`config.mk`:
```
export PLATFORM = sky130hd
export DESIGN_NAME = i2c_byte_master
export DESIGN_NICKNAME = d
export VERILOG_FILES = /design/src/rtl/i2c_byte_master.sv
export SDC_FILE = /design/constraint.sdc
export NUM_CORES = 1
export LEC_CHECK = 0
export BUFFER_PORTS_ARGS = -buffer_cell sky130_fd_sc_hd__buf_2
export CORE_ASPECT_RATIO = 1.1
export CORE_MARGIN = 2
export CORE_UTILIZATION = 49
export CTS_CLUSTER_SIZE = 30
export DETAILED_ROUTE_END_ITERATION = 7
export HOLD_SLACK_MARGIN = 0.15
export PLACE_DENSITY = 0.78
export SLEW_MARGIN = 25
export SYNTH_ARGS = -nofsm -noshare
export SYNTH_HDL_FRONTEND = slang
export SYNTH_SLANG_ARGS = --single-unit
```
`constraint.sdc`:
```
create_clock -name clk -period 2.6 [get_ports clk]
set_input_delay 0.13 -clock clk [delete_from_list [all_inputs] [get_ports clk]]
set_output_delay 0.13 -clock clk [all_outputs]
set_load 0.05 [all_outputs]
```
`src/rtl/i2c_byte_master.sv`:
```
module i2c_byte_master #(
  parameter int CW = 16,
  parameter int AW = 10,
  parameter int DW = 8,
  parameter int FD = 4,
  localparam int LW = $clog2(FD + 1)
) (
  input  logic          clk,
  input  logic          rst_n,
  input  logic          ctrl_wr,
  input  logic [15:0]   ctrl_wdata,
  input  logic          sa_wr,
  input  logic [AW-1:0] sa_wdata,
  input  logic          cnt_wr,
  input  logic [CW-1:0] cnt_wdata,
  input  logic          kick,
  output logic [15:0]   ctrl_q,
  output logic [AW-1:0] sa_q,
  output logic [CW-1:0] cnt_cur,
  input  logic [LW-1:0] fifo_level,
  input  logic [DW-1:0] fifo_rdata,
  output logic          fifo_pop,
  output logic          fifo_push,
  output logic [DW-1:0] fifo_wdata,
  output logic          bus_req,
  output logic [1:0]    bus_op,
  output logic [AW-1:0] bus_addr,
  output logic          bus_rnw,
  output logic [DW-1:0] bus_wdata,
  input  logic          bus_done,
  input  logic          bus_ack,
  input  logic [DW-1:0] bus_rdata,
  output logic          ev_nack,
  output logic          ev_ardy,
  output logic          ev_xrdy,
  output logic          ev_rrdy
);

  localparam logic [15:0] KEEP = 16'hCF07;
  localparam int B_EN = 15, B_MST = 10, B_TRX = 9, B_RM = 2, B_STP = 1, B_STT = 0;
  localparam logic [1:0] OP_START = 2'd0, OP_SEND = 2'd1, OP_RECV = 2'd2, OP_STOP = 2'd3;

  typedef enum logic [2:0] {S_IDLE, S_START, S_RUN, S_SEND, S_RECV, S_STOP, S_FIN} st_t;

  st_t           st;
  logic [CW-1:0] cnt_prog;
  logic          active_q, pend, ack_ok, got_rx, stop_fin;

  wire en      = ctrl_q[B_EN];
  wire master  = ctrl_q[B_MST];
  wire trx     = ctrl_q[B_TRX];
  wire rm      = ctrl_q[B_RM];
  wire stp     = ctrl_q[B_STP];
  wire fifo_mt = (fifo_level == '0);
  wire fifo_rm = (fifo_level < LW'(FD));
  wire cnt_nz  = (cnt_cur != '0);

  assign bus_addr = sa_q;

  always_ff @(posedge clk or negedge rst_n) begin
    if (!rst_n) begin
      st         <= S_IDLE;
      ctrl_q     <= '0;
      sa_q       <= '0;
      cnt_cur    <= '0;
      cnt_prog   <= '0;
      active_q   <= 1'b0;
      pend       <= 1'b0;
      ack_ok     <= 1'b1;
      got_rx     <= 1'b0;
      stop_fin   <= 1'b0;
      bus_req    <= 1'b0;
      bus_op     <= OP_START;
      bus_rnw    <= 1'b0;
      bus_wdata  <= '0;
      fifo_pop   <= 1'b0;
      fifo_push  <= 1'b0;
      fifo_wdata <= '0;
      ev_nack    <= 1'b0;
      ev_ardy    <= 1'b0;
      ev_xrdy    <= 1'b0;
      ev_rrdy    <= 1'b0;
    end else begin
      fifo_pop  <= 1'b0;
      fifo_push <= 1'b0;
      ev_nack   <= 1'b0;
      ev_ardy   <= 1'b0;
      ev_xrdy   <= 1'b0;
      ev_rrdy   <= 1'b0;

      case (st)
        S_IDLE: begin
          if (en && master && ctrl_q[B_STT]) begin
            bus_req <= 1'b1;
            bus_op  <= OP_START;
            bus_rnw <= ~trx;
            st      <= S_START;
          end else if (pend) begin
            pend <= 1'b0;
            if (en && master && active_q) begin
              ack_ok <= 1'b1;
              got_rx <= 1'b0;
              st     <= S_RUN;
            end
          end
        end

        S_START: if (bus_done) begin
          bus_req        <= 1'b0;
          ctrl_q[B_STT]  <= 1'b0;
          pend           <= 1'b0;
          if (bus_ack) begin
            active_q <= 1'b1;
            ack_ok   <= 1'b1;
            got_rx   <= 1'b0;
            st       <= S_RUN;
          end else begin
            active_q <= 1'b0;
            ev_nack  <= 1'b1;
            st       <= S_IDLE;
          end
        end

        S_RUN: begin
          if (!en || !master) begin
            st <= S_IDLE;
          end else if (rm) begin
            if (stp) begin
              bus_req  <= 1'b1;
              bus_op   <= OP_STOP;
              stop_fin <= 1'b0;
              st       <= S_STOP;
            end else if (trx) begin
              if (ack_ok && !fifo_mt) begin
                bus_req   <= 1'b1;
                bus_op    <= OP_SEND;
                bus_wdata <= fifo_rdata;
                fifo_pop  <= 1'b1;
                st        <= S_SEND;
              end else begin
                if (ack_ok) ev_xrdy <= 1'b1;
                else begin
                  ev_nack       <= 1'b1;
                  ctrl_q[B_STP] <= 1'b0;
                end
                st <= S_IDLE;
              end
            end else begin
              if (!got_rx && fifo_rm) begin
                bus_req <= 1'b1;
                bus_op  <= OP_RECV;
                st      <= S_RECV;
              end else begin
                if (got_rx) ev_rrdy <= 1'b1;
                st <= S_IDLE;
              end
            end
          end else if (trx) begin
            if (ack_ok && cnt_nz && !fifo_mt) begin
              bus_req   <= 1'b1;
              bus_op    <= OP_SEND;
              bus_wdata <= fifo_rdata;
              fifo_pop  <= 1'b1;
              st        <= S_SEND;
            end else if (!ack_ok) begin
              ev_nack       <= 1'b1;
              ctrl_q[B_STP] <= 1'b0;
              st            <= S_IDLE;
            end else if (cnt_nz) begin
              ev_xrdy <= 1'b1;
              st      <= S_IDLE;
            end else begin
              st <= S_FIN;
            end
          end else begin
            if (cnt_nz && fifo_rm) begin
              bus_req <= 1'b1;
              bus_op  <= OP_RECV;
              st      <= S_RECV;
            end else begin
              if (got_rx) ev_rrdy <= 1'b1;
              st <= cnt_nz ? S_IDLE : S_FIN;
            end
          end
        end

        S_SEND: if (bus_done) begin
          bus_req <= 1'b0;
          if (!rm) cnt_cur <= cnt_cur - 1'b1;
          if (!bus_ack) ack_ok <= 1'b0;
          st <= S_RUN;
        end

        S_RECV: if (bus_done) begin
          bus_req    <= 1'b0;
          fifo_push  <= 1'b1;
          fifo_wdata <= bus_rdata;
          got_rx     <= 1'b1;
          if (!rm) cnt_cur <= cnt_cur - 1'b1;
          st <= S_RUN;
        end

        S_FIN: begin
          if (stp) begin
            bus_req  <= 1'b1;
            bus_op   <= OP_STOP;
            stop_fin <= 1'b1;
            st       <= S_STOP;
          end else begin
            cnt_cur       <= cnt_prog;
            ev_ardy       <= 1'b1;
            ctrl_q[B_MST] <= 1'b0;
            st            <= S_IDLE;
          end
        end

        S_STOP: if (bus_done) begin
          bus_req       <= 1'b0;
          ctrl_q[B_STP] <= 1'b0;
          active_q      <= 1'b0;
          cnt_cur       <= cnt_prog;
          if (stop_fin) begin
            ev_ardy       <= 1'b1;
            ctrl_q[B_MST] <= 1'b0;
          end
          st <= S_IDLE;
        end

        default: st <= S_IDLE;
      endcase

      if (kick || ctrl_wr) pend <= 1'b1;
      if (sa_wr) sa_q <= sa_wdata;
      if (cnt_wr) begin
        cnt_prog <= cnt_wdata;
        cnt_cur  <= cnt_wdata;
      end
      if (ctrl_wr) ctrl_q <= ctrl_wdata & KEEP;
    end
  end


  always_comb ctrl_mask_chk: assert ((ctrl_q & ~KEEP) == 16'h0);


  start_clear_chk: assert property (@(posedge clk) disable iff (!rst_n)
    (st == S_START && bus_done && !ctrl_wr) |=> !ctrl_q[B_STT]);


  cnt_dec_chk: assert property (@(posedge clk) disable iff (!rst_n)
    (st == S_SEND && bus_done && !rm && !cnt_wr) |=> cnt_cur == $past(cnt_cur) - 1'b1);


  ardy_mst_chk: assert property (@(posedge clk) disable iff (!rst_n)
    (ev_ardy && !$past(ctrl_wr)) |-> !ctrl_q[B_MST]);


  no_idle_op_chk: assert property (@(posedge clk) disable iff (!rst_n)
    ($rose(bus_req) && bus_op != OP_START) |-> ($past(ctrl_q[B_EN]) && $past(active_q)));


  req_hold_chk: assert property (@(posedge clk) disable iff (!rst_n)
    (bus_req && !bus_done) |=> (bus_req && $stable(bus_op)));


  xrdy_excl_chk: assert property (@(posedge clk) disable iff (!rst_n)
    !(ev_xrdy && (ev_nack || ev_ardy)));

endmodule

```
# Yosys cells after proc, flatten, opt, wreduce, memory -nomap -nowiden
# Index checks and enable logic that the tools add are counted.
# op_classes
add_sub_neg	1
multipliers	0
div	0
magnitude_cmp	1
eq_ne	43
n_shift	0
muxes	140
bitwise_logic	2
n_reduce_logical	47
# op_table
cell	count
$mux 1	85
$mux 16	5
$mux 3	17
$mux 8	6
$pmux 16 s3	1
$ne 3x3->1 const B	11
$ne 2x2->1 const B	15
$mux 2	13
$ne 4x4->1 const B	5
$pmux 3 s6	1
$reduce_bool 3->1	6
$reduce_and 8->1	2
$reduce_bool 16->1	1
$sub 16x1->16 const B	1
$reduce_and 5->1	3
$pmux 1 s2	7
$reduce_and 6->1	2
$mux 11	1
$ne 5x5->1 const B	2
$reduce_bool 2->1	5
$eq 3x3->1 const B	3
$reduce_and 9->1	1
$logic_and 1x1->1	8
$reduce_bool 4->1	2
18 further kinds	31
# word_totals
ff_bits	85
latch_bits	0
ram_bits	0
rom_bits	0
inputBits	69
out_inout_bits	78
word_cells	258
n_memories	0

# Logic depth before layout (Yosys ltp)
# Gate-level depths: netlist of the first run.
# depth
word_depth	9
depth_mapped	7
ltp_nobuf	7

# Worst setup path after synthesis of the first run
# Ideal clock, no wire load.
# synth_path
path_kind	reg-to-reg
startpoint	register cnt_cur[0]
endpoint	register bus_wdata[0]
setup_ns	0.125
t_arrival_ns	2.139
t_required_ns	2.475
setup_slack_ns	0.336
path_stages_with_launch	7
n_path_buf	0
period_less_slack_ns	2.264
cell_sequence	dfrtp_1 inv_1 ha_1 nor4b_4 nand4_4 o211ai_4 mux2_4
# synth_via
elab_chain_cells	5
# synth_rtl
item	line_no	text
from (decl)	19	output logic [CW-1:0] cnt_cur,
from (signal assigned)	189	if (!rm) cnt_cur <= cnt_cur - 1'b1;
from (signal assigned)	199	if (!rm) cnt_cur <= cnt_cur - 1'b1;
from (signal assigned)	210	cnt_cur <= cnt_prog;
$reduce_bool 16->1	56	wire cnt_nz = (cnt_cur != '0);
$logic_and 1x1->1 (2 in series)	159	if (ack_ok && cnt_nz && !fifo_mt) begin
$reduce_bool 2->1 (no line)	-	
$reduce_and 6->1 (no line)	-	
to (signal assigned)	137	bus_wdata <= fifo_rdata;
to (signal assigned)	162	bus_wdata <= fifo_rdata;
to (decl)	29	output logic [DW-1:0] bus_wdata,
# No other way between the ends.
# A chain may end at the register's enable or synchronous reset.

# Worst setup path in the final report of the first run
# layout_path
startpoint	register st[1]
endpoint	register ctrl_q[1]
# layout_via
elab_chain_cells	3
elab_cells_between_ends	11
# layout_rtl
item	line_no	text
from (decl)	45	st_t st;
from (signal assigned)	182	st <= cnt_nz ? S_IDLE : S_FIN;
$eq 3x2->1 / $eq 3x3->1 (equally long branches)	91	case (st)
$ne 4x4->1 (no line), or another cell as far along	-	
$reduce_and 6->1 (no line) / $mux 11 (equally long branches)	-	
to (signal assigned)	238	if (ctrl_wr) ctrl_q <= ctrl_wdata & KEEP;
to (decl)	17	output logic [15:0] ctrl_q,
# Parallel ways exist; a longest one is shown, timed or not.

==> summary by stage, run 1 <==
Yosys
A synthesized cell averages 10.5 um2. The cell area after technology mapping is 4370 um2. The most used flip-flop cell after synthesis is sky130_fd_sc_hd__dfrtp_1. The largest total area in the synthesized netlist belongs to sky130_fd_sc_hd__dfrtp_1.

The share of synthesized area in the top cell type comes to 48.1%. The most frequently used cell type in the post-synthesis netlist is sky130_fd_sc_hd__dfrtp_1. After synthesis, the cell types taking the most area are sky130_fd_sc_hd__dfrtp_1 (48%), sky130_fd_sc_hd__mux2_2 (8.5%), sky130_fd_sc_hd__o21ai_0 (3.4%). The gate count after technology mapping is 418. After synthesis the netlist holds a flip-flop and latch count of 85. The share of synthesized registers carrying an async set or reset is 100%. The commonest cells after synthesis are sky130_fd_sc_hd__dfrtp_1 (84), sky130_fd_sc_hd__nand2_1 (35), sky130_fd_sc_hd__mux2_2 (33), sky130_fd_sc_hd__o21ai_0 (30), sky130_fd_sc_hd__nor2_1 (27). The number of distinct library cells after synthesis is 65. Yosys mapped a number of flops with a built-in enable equal to 0. The sequential share of the synthesized area is 48.7%. The Yosys step of the flow raised 0 warnings.

Setup path
The signal on the critical path passes through nor3b_2 -> or2b_1 -> o311ai_0 -> o21ai_0 -> dlygate4sd3_1. Counting cells, the worst reg-to-reg path comes to 5. The startpoint of the lowest-slack register-to-register path is st[1].

STA classifies the critical path startpoint as a register. The reg-to-reg critical path endpoint is ctrl_q[1]. For flop-to-flop paths, the worst setup slack is 0.32 ns.

For this run, the slowest stage of the critical path takes 0.56 ns. The slowest stage of the critical path is the sky130_fd_sc_hd__dlygate4sd3_1 cell. Data arrives at the worst endpoint at 2.53 ns. STA classifies the critical path endpoint as a register.

The critical path in this run is classified as reg -> reg. The data required time of the critical path is 2.86 ns. In this run the worst path has a maximum fanout of 12.

Min path
The worst hold path depth is 2. The origin of the worst min-delay path is sa_wr. The worst min-delay path endpoint is bus_addr[2]. The type of the most critical hold path is in -> reg.

Routing
The count of unresolved DRC violations after routing is 0. The number of routed nets with antenna violations is 0. The number of iterations in the first detailed-routing pass is 4. The topmost layer with routed signal wires is met4. The sum of routed wire length over all layers is 11.0 mm. The number of vias after detailed routing is 3847. The routed length on met2 is 5.51 mm. In this run, the number of DRC markers left after iteration 0 of detailed routing was 110.

The mean routed wirelength per cell is 15.2 um. The met1 routed wirelength after detailed routing is 4.66 mm. Summed over all nets, wire length on met3 after detailed routing comes to 569 um.

Dividing the detail-routed via count by the number of cells gives 5.32.

Pwr
The clock network power share is 20.7%. The switching power of the nets is 1.97 mW. The relative contribution of sequential cells to total power is 39.1%. The peak ir drop on the vdd network is 0.454 mV. The switching fraction of total power is 42.6%. The internal power of the cells totals 2.66 mW. In this run, the combinational gates consume 40.2% of the power. The power per cell area is 783 nW/um2. The static power due to leakage is 2.84 nW. Power comes to 4.63 mW.

Clock tree
The clock transition time at the flip-flop clock pins of the worst setup and hold paths is 0.09 ns. CTS placed an instance of sky130_fd_sc_hd__clkbuf_8 at the clock tree root. In this run, CTS created clock tree buffers numbering 9. The largest buffer count on any clock path is 2.

The clock sink count is 85. Clock latency on the worst-skew pair, taken at its later pin, is 0.37 ns. The H-tree generated during clock tree synthesis spans 3 levels. The post-CTS setup-driven buffer insertion count is 0. TritonCTS built the clock tree.

Final layout
Once layout is complete, the utilization of the core stands at 67.4%. The number of antenna diodes in the final layout is 0. The share of cells above drive strength 1 is 34.6%.

The synthesis-to-finish area growth is 35.3%. For this run, the post-layout net count is 674. Fill cells in the final layout number 714.

Global routing
The via count of the first global-routing pass is 3909. Global routing used 24.0% of the available tracks. The pin count of the biggest net entering global routing is 86.

Summed over all layers, the global routing overflow is 0. The first-pass GRT wire length is 18.2 mm. The initial antenna violation count is 0.

STA
The hold violation count in the final report was 0. The final count of negative-setup-slack endpoints is 0. Derived from the worst setup path, the maximum achievable clock frequency is 0.439 GHz. Setup repair after global routing left no endpoint under its margin.

The clock skew is 0.0160 ns. The worst max-slew margin expressed relative to the limit is 47.9%. The tightest hold path in the finished design has a slack of 0.180 ns.

The worst path meets setup with 0.324 ns of slack. The transition time at the pin with the least slew margin is 0.781 ns. The time the worst path needs with I/O delays and setup is 2.28 ns. The portion of the clock cycle consumed by the worst path in the final layout is 87.5%. The number of pins exceeding their max-slew limit in the final report came to 0. The sum of negative setup slack is 0 ns.

Die
The effective utilization at floorplan is 49.8%. The die area is 9700 um2. The height of the die is 103 um. The floorplan has 36 rows. The core region is 8780 um2. The number of ports placed on the die boundary is 147. The die is 94.1 um wide.

Job
Max-cap violations in this run came to 0.

Placement
Buffers placed on the I/O ports in this run total 132. The detailed-placement wirelength estimate is 7.22 mm. The worst slack at placement is 0.338 ns. At the end of routability-driven placement, the weighted congestion stood at 0.914.

Run status
The flow ran to the end, and the final reports show no timing, DRC or antenna violations.
kinds of logic after synthesis:
logic type | share of synthesized area [%]
other | 0.0857
AOI/OAI and AO/OA | 15.1
and+or+nand+nor | 15.8
buffers and inverters | 6.72
xor gates and xnor gates | 1.40
DFF | 48.7
muxes | 11.9
adders and majority gates | 0.286
per-stage QoR:
step           instances  cell area, um2
2_1_floorplan        424            4400
3_3_place_gp         644            5080
3_5_place_dp         644            5080
4_1_cts              723            5910
5_1_grt              723            5920
6_report             723            5920
cell type report:
| type | count | area (um2) | share of cell area, % |
|---|---|---|---|
| Sequential cell | 85 | 2130 | 36.0 |
| Multi-Input combinational cell | 280 | 1980 | 33.4 |
| Timing Repair Buffer | 207 | 1390 | 23.4 |
| Tap cell | 114 | 143 | 2.41 |
| Clock buffer | 11 | 141 | 2.39 |
| Inverter | 21 | 78.8 | 1.33 |
| Clock inverter | 5 | 60.1 | 1.01 |
metal layers:
metal  GRT usage [%]  vias to the layer above
met4            10.5                        0
met1            29.3                     1846
met5               0                        -
met2            42.1                      126
met3            4.09                       19
li1                -                     1856
critical path: cells and delay by family (launching register included):
kind	cells	cell delay, ns
AND/OR/NAND/NOR	2	0.59
buffers and inverters	1	0.56
flip-flops	1	0.55
AO/OA/AOI/OAI	2	0.47
power by group through the flow:
| stage | combinational, mW | clock [mW] | sequential [mW] |
|---|---|---|---|
| CTS | 1.86 | 0.979 | 1.81 |
| detailed placement | 1.78 | 0 | 1.83 |
| global route | 1.99 | 1.04 | 1.85 |
| finish | 1.86 | 0.957 | 1.81 |
| floorplan | 0.731 | 0 | 2.43 |
| global placement | 1.75 | 0 | 1.81 |
placed cells by master (no fill, tap or decap), types with 3 or more instances in the layout:
cell	count
sky130_fd_sc_hd__mux2_4	8
sky130_fd_sc_hd__nand3_1	12
sky130_fd_sc_hd__mux2_2	33
sky130_fd_sc_hd__dfrtp_1	84
sky130_fd_sc_hd__a21boi_0	4
sky130_fd_sc_hd__o21ai_0	30
sky130_fd_sc_hd__nand2b_1	4
sky130_fd_sc_hd__xor2_1	6
sky130_fd_sc_hd__o31ai_1	6
sky130_fd_sc_hd__nor4_2	3
sky130_fd_sc_hd__buf_2	131
sky130_fd_sc_hd__a221o_1	7
sky130_fd_sc_hd__nand2_1	35
sky130_fd_sc_hd__conb_1	7
sky130_fd_sc_hd__buf_4	12
sky130_fd_sc_hd__mux2i_1	3
sky130_fd_sc_hd__inv_1	20
sky130_fd_sc_hd__nor3b_1	3
sky130_fd_sc_hd__nor3_1	9
sky130_fd_sc_hd__nand4_1	4
sky130_fd_sc_hd__dlygate4sd3_1	63
sky130_fd_sc_hd__clkbuf_8	10
sky130_fd_sc_hd__a311oi_1	3
sky130_fd_sc_hd__nor2_1	27
sky130_fd_sc_hd__a21oi_1	16
sky130_fd_sc_hd__a211oi_1	4
sky130_fd_sc_hd__and2_1	9
what timing repair did:
item	CTS	global route
hold endpoints to repair	155	0
resized for setup	0	1
hold buffers	63	0
endpoints found under the setup margin	0	1
state kept, by name (all words and copies together) (netlist names), 2 cells and up:
name and flops:
fifo_wdata 8, cnt_cur 16, st 3, ctrl_q 9, bus_addr 10, cnt_prog 16, bus_op 2, bus_wdata 8
how the worst max path moves through the flow:
stage,start,endpoint,slack [ns],cells after the start
floorplan,cnt_cur[0],bus_wdata[0],0.34,6
global placement,cnt_cur[0],bus_wdata[7],0.38,6
detailed placement,cnt_cur[0],bus_wdata[2],0.34,6
CTS,st[1],ctrl_q[1],0.22,5
global route,st[1],ctrl_q[1],0.16,5
finish,st[1],ctrl_q[1],0.32,5
No activity file was read; power rests on OpenSTA's default activity.
==> run 2: changes to the inputs <==
Settings changed: CORE_MARGIN 2 to not set.
==> summary by stage, run 2 (synthesized netlist as in run 1, its figures left out) <==
Final layout
The synthesis-to-finish area growth is 34.7% (was 35.3%). The number of inserted diodes is 0 (unchanged). The share of cells above drive strength 1 is 34.6% (about the same). The total non-filler cell area in the finished layout is 5890 um2 (was 5920 um2). The area of combinational cells with multiple inputs came to 1970 um2 (was 1980 um2). The number of nets at the end of the flow came to 667 (was 674).

The storage element area is 2130 um2 (unchanged). The most common cell after layout, fill and taps aside is sky130_fd_sc_hd__buf_2 (unchanged). Most used cells in the layout excluding fill and tap cells: sky130_fd_sc_hd__buf_2 (131), sky130_fd_sc_hd__dfrtp_1 (84), sky130_fd_sc_hd__dlygate4sd3_1 (58), sky130_fd_sc_hd__nand2_1 (35), sky130_fd_sc_hd__mux2_2 (33) (was sky130_fd_sc_hd__buf_2 (131), sky130_fd_sc_hd__dfrtp_1 (84), sky130_fd_sc_hd__dlygate4sd3_1 (63), sky130_fd_sc_hd__nand2_1 (35), sky130_fd_sc_hd__mux2_2 (33)). The filler cell count in the final layout is 674 (was 714).

Global routing
The first-pass GRT wire length is 17.5 mm (was 18.2 mm). The via count of the first global-routing pass is 3746 (was 3909). The sum of overflow across all layers after global routing was 0 (unchanged). The combined global-route utilization of all metal layers is 24.1% (was 24.0%). The initial antenna violation count is 0 (unchanged).

The pin count of the biggest net entering global routing is 86 (unchanged).

Min path
The origin of the worst min-delay path was ctrl_wr (was sa_wr). The worst min-delay path endpoint is ctrl_q[10] (was bus_addr[2]). The type of the most critical hold path is in -> reg (unchanged).

The worst hold path depth came to 3 (was 2).

Setup path
The worst-case register-to-register setup slack is 0.33 ns (was 0.32 ns). The delay contributed by the slowest stage of the critical path is 0.45 ns (was 0.56 ns). The critical path's top delay family was simple AND/OR/NAND/NOR gates (unchanged). The category of the most critical setup path was reg -> reg (unchanged). Cell chain of the critical path: inv_1 -> ha_1 -> nor4b_4 -> nand4_4 -> o211ai_4 -> mux2_4 (was nor3b_2 -> or2b_1 -> o311ai_0 -> o21ai_0 -> dlygate4sd3_1). The worst-path maximum fanout came to 9 (was 12). The reg-to-reg critical path endpoint is bus_wdata[4] (was ctrl_q[1]). The highest-delay cell along the critical path is sky130_fd_sc_hd__o211ai_4 (was sky130_fd_sc_hd__dlygate4sd3_1). The data required time of the critical path is 2.85 ns (was 2.86 ns). The number of buffers and inverters on the critical path is 1 (unchanged). The startpoint class of the critical path is a register (unchanged).

The arrival time of data at the critical path endpoint is 2.52 ns (was 2.53 ns). The startpoint of the lowest-slack register-to-register path was cnt_cur[0] (was st[1]). The kind of end point of the critical path is a register (unchanged). The depth of the worst register-to-register path is 6 (was 5).

STA
The clock skew came to 0.0129 ns (was 0.0160 ns). The hold slack was 0.179 ns (was 0.180 ns). The final count of negative-setup-slack endpoints came to 0 (unchanged). The transition time at the pin with the least slew margin was 0.758 ns (was 0.781 ns). The time the worst path needs with I/O delays and setup is 2.27 ns (was 2.28 ns).

The sum of negative setup slack is 0 ns (unchanged). The worst max-slew margin expressed relative to the limit came to 49.5% (was 47.9%). The highest clock rate is 0.440 GHz (was 0.439 GHz). Setup repair after global routing missed its margin: false (unchanged). The portion of the clock cycle consumed by the worst path in the final layout was 87.3% (was 87.5%).

The hold violation count in the final report is 0 (unchanged). The number of pins exceeding their max-slew limit in the final report is 0 (unchanged).

Routing
The number of routed nets with antenna violations came to 0 (unchanged). The count of unresolved DRC violations after routing is 0 (unchanged). The via density per instance was 5.38 (was 5.32). The violation count after the first detailed-routing iteration is 167 (was 110). The number of vias after detailed routing is 3835 (was 3847). The number of iterations in the first detailed-routing pass came to 4 (unchanged).

The sum of routed wire length over all layers was 10.7 mm (was 11.0 mm). The mean routed wirelength per cell came to 15.0 um (was 15.2 um).

Placement
The detailed-placement wirelength estimate was 7.02 mm (was 7.22 mm). The count of input and output buffers is 132 (unchanged). The standard cell area after detailed placement came to 5060 um2 (was 5080 um2).

The final estimated routing congestion in global placement was 0.864 (was 0.914).

Clock tree
The clock tree from TritonCTS is yes (unchanged). The largest buffer count on any clock path was 2 (unchanged). The post-CTS setup-driven buffer insertion count was 0 (unchanged).

The number of buffers inserted during clock tree synthesis is 9 (unchanged). The H-tree depth reported by CTS came to 3 (unchanged). The clock network latency to the later pin of the worst-skew pair is 0.36 ns (was 0.37 ns). The clock transition time at the flip-flop clock pins of the worst setup and hold paths is 0.08 ns (was 0.09 ns). The clock sink count is 85 (unchanged). The clock tree root driver cell is sky130_fd_sc_hd__clkbuf_8 (unchanged).

Die
The number of ports placed on the die boundary is 147 (unchanged). The placeable core region is 8540 um2 (was 8780 um2). The height of the die came to 101 um (was 103 um). The effective utilization at floorplan is 51.2% (was 49.8%).

The floorplan die width came to 92.1 um (was 94.1 um). The number of standard-cell rows in the floorplan is 35 (was 36). The die area is 9310 um2 (was 9700 um2).

Pwr
The static power due to leakage is 2.84 nW (about the same). The peak ir drop on the vdd network was 0.468 mV (was 0.454 mV). The power per cell area is 813 nW/um2 (was 783 nW/um2).

Job
The max capacitance violation total is 0 (unchanged).

Run status
Run status: completed (unchanged).
## run 2: cell count changes in the layout (fill, tap and decap cells not counted), sizes merged
cell	change
dlygate4sd3	-5
clkinvlp	-1
bufinv	+2
buf	-2
clkinv	-1
## run 2: power by group
group          switching [mW]  internal (mW)  leakage, nW  total, mW
Combinational            1.24          0.601         1.66       1.84
Sequential              0.227           1.58         1.05       1.81
Clock                   0.470          0.668        0.124       1.14
Total                    1.94           2.85         2.84       4.79
## run 2: timing repair
item | 4_1_cts | 5_1_grt
hold buffers | 58 | 0
gates resized for setup | 0 | 0
endpoints found under the hold margin | 155 | 0
## run 2: worst reg2reg max path: stages (launching register included)
cell	delay [ns]
sky130_fd_sc_hd__dfrtp_1	0.44
sky130_fd_sc_hd__inv_1	0.10
sky130_fd_sc_hd__ha_1	0.22
sky130_fd_sc_hd__nor4b_4	0.39
sky130_fd_sc_hd__nand4_4	0.23
sky130_fd_sc_hd__o211ai_4	0.45
sky130_fd_sc_hd__mux2_4	0.34
## run 2: per-layer routing
metal  track usage [%]  share of wire [%]  vias up
met2              43.3                 52      116
met3              4.45                5.0       10
met1              29.3                 42     1879
met5                 0                  0        -
met4              7.81                1.1        0
li1                  -                  -     1830
## run 2: stage by stage
step / instances / utilization [%] / setup WS, ns / power (mW)
after floorplan: 424 / - / 0.336 / 3.16
after global placement: 639 / 59.2 / 0.405 / 3.56
after detailed placement: 639 / 59.2 / 0.334 / 3.60
after CTS: 713 / 69.0 / 0.339 / 4.82
after global routing: 713 / 69.0 / 0.213 / 5.03
final: 713 / 69.0 / 0.329 / 4.79
## run 2: area by class of cell
type,count,share of cell area [%]
sequential,85,36.1
multi-input combinational,280,33.5
timing repair buffer,200,22.4
clock buffer,11,2.40
tap,111,2.36
clock inverter,5,1.83
inverter,21,1.34
## run 2: worst max path at each step
stage	startpoint	endpoint	cells after the start
after CTS	cnt_cur[0]	bus_wdata[4]	6
after global routing	cnt_cur[0]	bus_wdata[4]	6
after floorplan	cnt_cur[0]	bus_wdata[0]	6
final	cnt_cur[0]	bus_wdata[4]	6
after detailed placement	cnt_cur[0]	bus_wdata[4]	6
after global placement	cnt_cur[0]	bus_wdata[2]	6
==> run 3: changes to the inputs <==
Settings changed: ABC_AREA set to 1, PLACE_DENSITY 0.78 to 0.77, SETUP_SLACK_MARGIN set to 0.5.
==> summary by stage, run 3 <==
Run status
Run status: completed (unchanged).

Routing
The number of iterations in the first detailed-routing pass is 6 (was 4). The number of routed nets with antenna violations is 0 (unchanged). The via density per instance came to 5.08 (was 5.38). The number of vias after detailed routing was 4499 (was 3835). The mean routed wirelength per cell is 13.8 um (was 15.0 um). The total length of routed met3 wires is 795 um (was 532 um). The topmost layer with routed signal wires is met4 (unchanged).

The count of unresolved DRC violations after routing is 0 (unchanged). The violation count after the first detailed-routing iteration is 224 (was 167). The sum of routed wire length over all layers is 12.2 mm (was 10.7 mm). The routed length on met2 is 6.09 mm (was 5.58 mm). The met1 routed wirelength after detailed routing is 5.03 mm (was 4.46 mm).

Die
The number of ports placed on the die boundary came to 147 (unchanged). The number of standard-cell rows in the floorplan is 36 (was 35). The height of the die is 103 um (was 101 um). The effective utilization at floorplan came to 50.9% (was 51.2%). The placeable core region came to 8960 um2 (was 8540 um2). The die area is 9700 um2 (was 9310 um2).

The floorplan die width is 94.0 um (was 92.1 um).

Clock tree
The clock tree root driver cell is sky130_fd_sc_hd__clkbuf_8 (unchanged). The post-CTS setup-driven buffer insertion count is 0 (unchanged). The clock sink count is 85 (unchanged). The number of buffers inserted during clock tree synthesis is 9 (unchanged).

The clock network latency to the later pin of the worst-skew pair came to 0.35 ns (was 0.36 ns). The H-tree depth reported by CTS is 3 (unchanged). The largest buffer count on any clock path is 2 (unchanged). The clock tree from TritonCTS is yes (unchanged).

The count of instances resized after the clock tree is built came to 0 (unchanged). The clock transition time at the flip-flop clock pins of the worst setup and hold paths is 0.08 ns (about the same).

Yosys
The cell type with the highest aggregate area in the netlist is sky130_fd_sc_hd__dfrtp_1 (unchanged). The area fraction of the dominant cell type after synthesis is 46.1% (was 48.1%). The sequential share of the synthesized area came to 46.7% (was 48.7%). The number of flops mapped to enable cells by yosys is 0 (unchanged).

The mean cell area of the mapped netlist came to 7.82 um2 (was 10.5 um2). The total of warnings raised by yosys came to 0 (unchanged). The share of synthesized registers carrying an async set or reset was 100% (unchanged). The cell area after technology mapping was 4560 um2 (was 4370 um2). The most frequently used cell type in the post-synthesis netlist is sky130_fd_sc_hd__nand2_1 (was sky130_fd_sc_hd__dfrtp_1). The number of distinct library cells after synthesis is 37 (was 65). The count of state elements after synthesis was 85 (unchanged). The gate count after technology mapping is 583 (was 418). Biggest area contributors in the synthesized netlist: sky130_fd_sc_hd__dfrtp_1 (46%), sky130_fd_sc_hd__nand2_1 (16%), sky130_fd_sc_hd__o21ai_0 (4.3%) (was sky130_fd_sc_hd__dfrtp_1 (48%), sky130_fd_sc_hd__mux2_2 (8.5%), sky130_fd_sc_hd__o21ai_0 (3.4%)).

The prevailing post-synth register cell was sky130_fd_sc_hd__dfrtp_1 (unchanged). Most frequent cells after synthesis: sky130_fd_sc_hd__nand2_1 (195), sky130_fd_sc_hd__dfrtp_1 (84), sky130_fd_sc_hd__inv_1 (49), sky130_fd_sc_hd__nor2_1 (43), sky130_fd_sc_hd__o21ai_0 (39) (was sky130_fd_sc_hd__dfrtp_1 (84), sky130_fd_sc_hd__nand2_1 (35), sky130_fd_sc_hd__mux2_2 (33), sky130_fd_sc_hd__o21ai_0 (30), sky130_fd_sc_hd__nor2_1 (27)).

Placement
The count of input and output buffers came to 132 (unchanged). The detailed-placement wirelength estimate was 7.82 mm (was 7.02 mm). The final estimated routing congestion in global placement was 0.897 (was 0.864).

The number of placed cells counting well taps is 803 (was 639).

Final layout
The most common cell after layout, fill and taps aside was sky130_fd_sc_hd__nand2_1 (was sky130_fd_sc_hd__buf_2). The non-filler instance count after layout came to 885 (was 713). The number of inserted diodes came to 0 (unchanged).

The final core area utilization is 67.1% (was 69.0%). Most used cells in the layout excluding fill and tap cells: sky130_fd_sc_hd__nand2_1 (195), sky130_fd_sc_hd__buf_2 (131), sky130_fd_sc_hd__dfrtp_1 (84), sky130_fd_sc_hd__dlygate4sd3_1 (66), sky130_fd_sc_hd__inv_1 (49) (was sky130_fd_sc_hd__buf_2 (131), sky130_fd_sc_hd__dfrtp_1 (84), sky130_fd_sc_hd__dlygate4sd3_1 (58), sky130_fd_sc_hd__nand2_1 (35), sky130_fd_sc_hd__mux2_2 (33)). The number of nets at the end of the flow was 836 (was 667). The filler cell count in the final layout came to 730 (was 674).

The synthesis-to-finish area growth is 31.8% (was 34.7%). The share of cells above drive strength 1 is 23.6% (was 34.6%).

STA
The transition time at the pin with the least slew margin is 0.770 ns (was 0.758 ns). The portion of the clock cycle consumed by the worst path in the final layout came to 73.4% (was 87.3%). The sum of negative setup slack came to 0 ns (unchanged). The highest clock rate was 0.524 GHz (was 0.440 GHz). The clock skew was 0.0108 ns (was 0.0129 ns).

The hold slack came to 0.177 ns (was 0.179 ns). The final count of negative-setup-slack endpoints is 0 (unchanged). The worst max-slew margin expressed relative to the limit is 48.7% (was 49.5%). The hold violation count in the final report is 0 (unchanged). The time the worst path needs with I/O delays and setup is 1.91 ns (was 2.27 ns). The number of pins exceeding their max-slew limit in the final report is 0 (unchanged). Setup repair after global routing missed its margin: false (unchanged).

Setup path
In this design, the critical path's most frequently occurring cell is sky130_fd_sc_hd__nand2_8. The data required time of the critical path is 2.88 ns (was 2.85 ns). The count of cell instances traversed by the critical path is 8 (was 6). The number of buffers and inverters on the critical path is 2 (was 1). The highest-delay cell along the critical path is sky130_fd_sc_hd__dfrtp_1 (was sky130_fd_sc_hd__o211ai_4). The capture point of the worst path was cnt_cur[13] (was bus_wdata[4]). The startpoint class of the critical path is a register (unchanged). The critical path launch point is st[0] (was cnt_cur[0]).

The delay contributed by the slowest stage of the critical path was 0.63 ns (was 0.45 ns). The startpoint of the lowest-slack register-to-register path is st[0] (was cnt_cur[0]). The worst-path maximum fanout came to 19 (was 9). The critical path's top delay family was flip-flops (was simple AND/OR/NAND/NOR gates).

The depth of the worst register-to-register path is 8 (was 6). The arrival time of data at the critical path endpoint is 2.19 ns (was 2.52 ns). Cell chain of the critical path: inv_4 -> nand2_8 -> nand2_8 -> clkinv_4 -> nand2_2 -> a21oi_4 -> nor2_1 -> a21oi_1 (was inv_1 -> ha_1 -> nor4b_4 -> nand4_4 -> o211ai_4 -> mux2_4). The reg-to-reg critical path endpoint is cnt_cur[13] (was bus_wdata[4]). The category of the most critical setup path is reg -> reg (unchanged). The kind of end point of the critical path is a register (unchanged). The worst-case register-to-register setup slack was 0.69 ns (was 0.33 ns).

Pwr
The power per cell area was 948 nW/um2 (was 813 nW/um2). The peak ir drop on the vdd network is 0.681 mV (was 0.468 mV). The static power due to leakage is 3.22 nW (was 2.84 nW). The overall power consumption is 5.70 mW (was 4.79 mW).

Global routing
The first-pass GRT wire length was 19.5 mm (was 17.5 mm). The sum of overflow across all layers after global routing is 0 (unchanged). The initial antenna violation count is 0 (unchanged). The via count of the first global-routing pass is 4265 (was 3746). The combined global-route utilization of all metal layers is 26.3% (was 24.1%).

The pin count of the biggest net entering global routing came to 86 (unchanged).

Min path
The type of the most critical hold path is in -> reg (unchanged).

Job
The max capacitance violation total is 0 (unchanged).
run 3: cell types whose count changed after synthesis, moves of 13 or more:
cell	before	now
sky130_fd_sc_hd__nand3_1	12	35
sky130_fd_sc_hd__nor2_1	27	43
sky130_fd_sc_hd__a21oi_1	16	29
sky130_fd_sc_hd__mux2_2	33	10
sky130_fd_sc_hd__nand2_1	35	195
sky130_fd_sc_hd__inv_1	20	49
run 3: stage by stage:
stage / setup slack, ns / instance area, um2
floorplan: 0.766 / 4580
global route: 0.502 / 6010
CTS: 0.679 / 6010
detailed placement: 0.685 / 5160
finish: 0.691 / 6010
global placement: 0.706 / 5160
run 3: routing by layer:
metal  GRT usage (%)  up-vias
met3            4.68       31
li1                -     2207
met4            12.7        0
met5               0        -
met1            31.6     2046
met2            45.9      215
run 3: how the worst min path moves through the flow:
stage / to / start / cells after the start / slack [ns]
final: ev_xrdy / fifo_level[0] / 6 / 0.18
after global routing: ev_rrdy / fifo_level[2] / 5 / 0.20
after CTS: ev_xrdy / fifo_level[0] / 6 / 0.16
after detailed placement: bus_wdata[6] / fifo_rdata[6] / 3 / 0.33
after global placement: bus_wdata[5] / fifo_rdata[5] / 3 / 0.32
after floorplan: active_q / rst_n / 0 / -0.17
run 3: tightest hold or removal path: cells and delay by family:
kind            cells  cell delay (ns)
buf+inv             2             0.12
compound gates      1             0.06
simple gates        3             0.19
run 3: report_power, final:
group / switching [mW] / total (mW) / internal, mW
Combinational: 2.08 / 2.83 / 0.751
Sequential: 0.336 / 2.00 / 1.66
Clock: 0.444 / 0.870 / 0.426
run 3: cell type report:
type | count | area [um2] | area share (%)
flip-flops and latches | 85 | 2130 | 35.4
well taps | 114 | 143 | 2.37
clock inverters | 1 | 5.00 | 0.0833
clock buffers | 15 | 176 | 2.94
inverters | 56 | 223 | 3.71
repair buffers | 199 | 1340 | 22.2
multi-input cells | 415 | 2000 | 33.3
run 3: what timing repair did:
action / 4_1_cts / 5_1_grt
endpoints found under the setup margin: 0 / 0
endpoints found under the hold margin: 152 / 0
hold buffers: 66 / 0
run 3: cells by family (layout without fill, tap and decap cells):
kind of cell | Yosys count | count (layout) | synth area share, %
flip-flops | 85 | 85 | 46.7
buffers and inverters | 89 | 271 | 9.96
adder cells (fa/ha/maj) | 1 | 1 | 0.274
multiplexers | 10 | 10 | 2.47
AND/OR/NAND/NOR | 306 | 306 | 29.6
other | 1 | 7 | 0.0822
AO/OA/AOI/OAI | 91 | 91 | 10.9
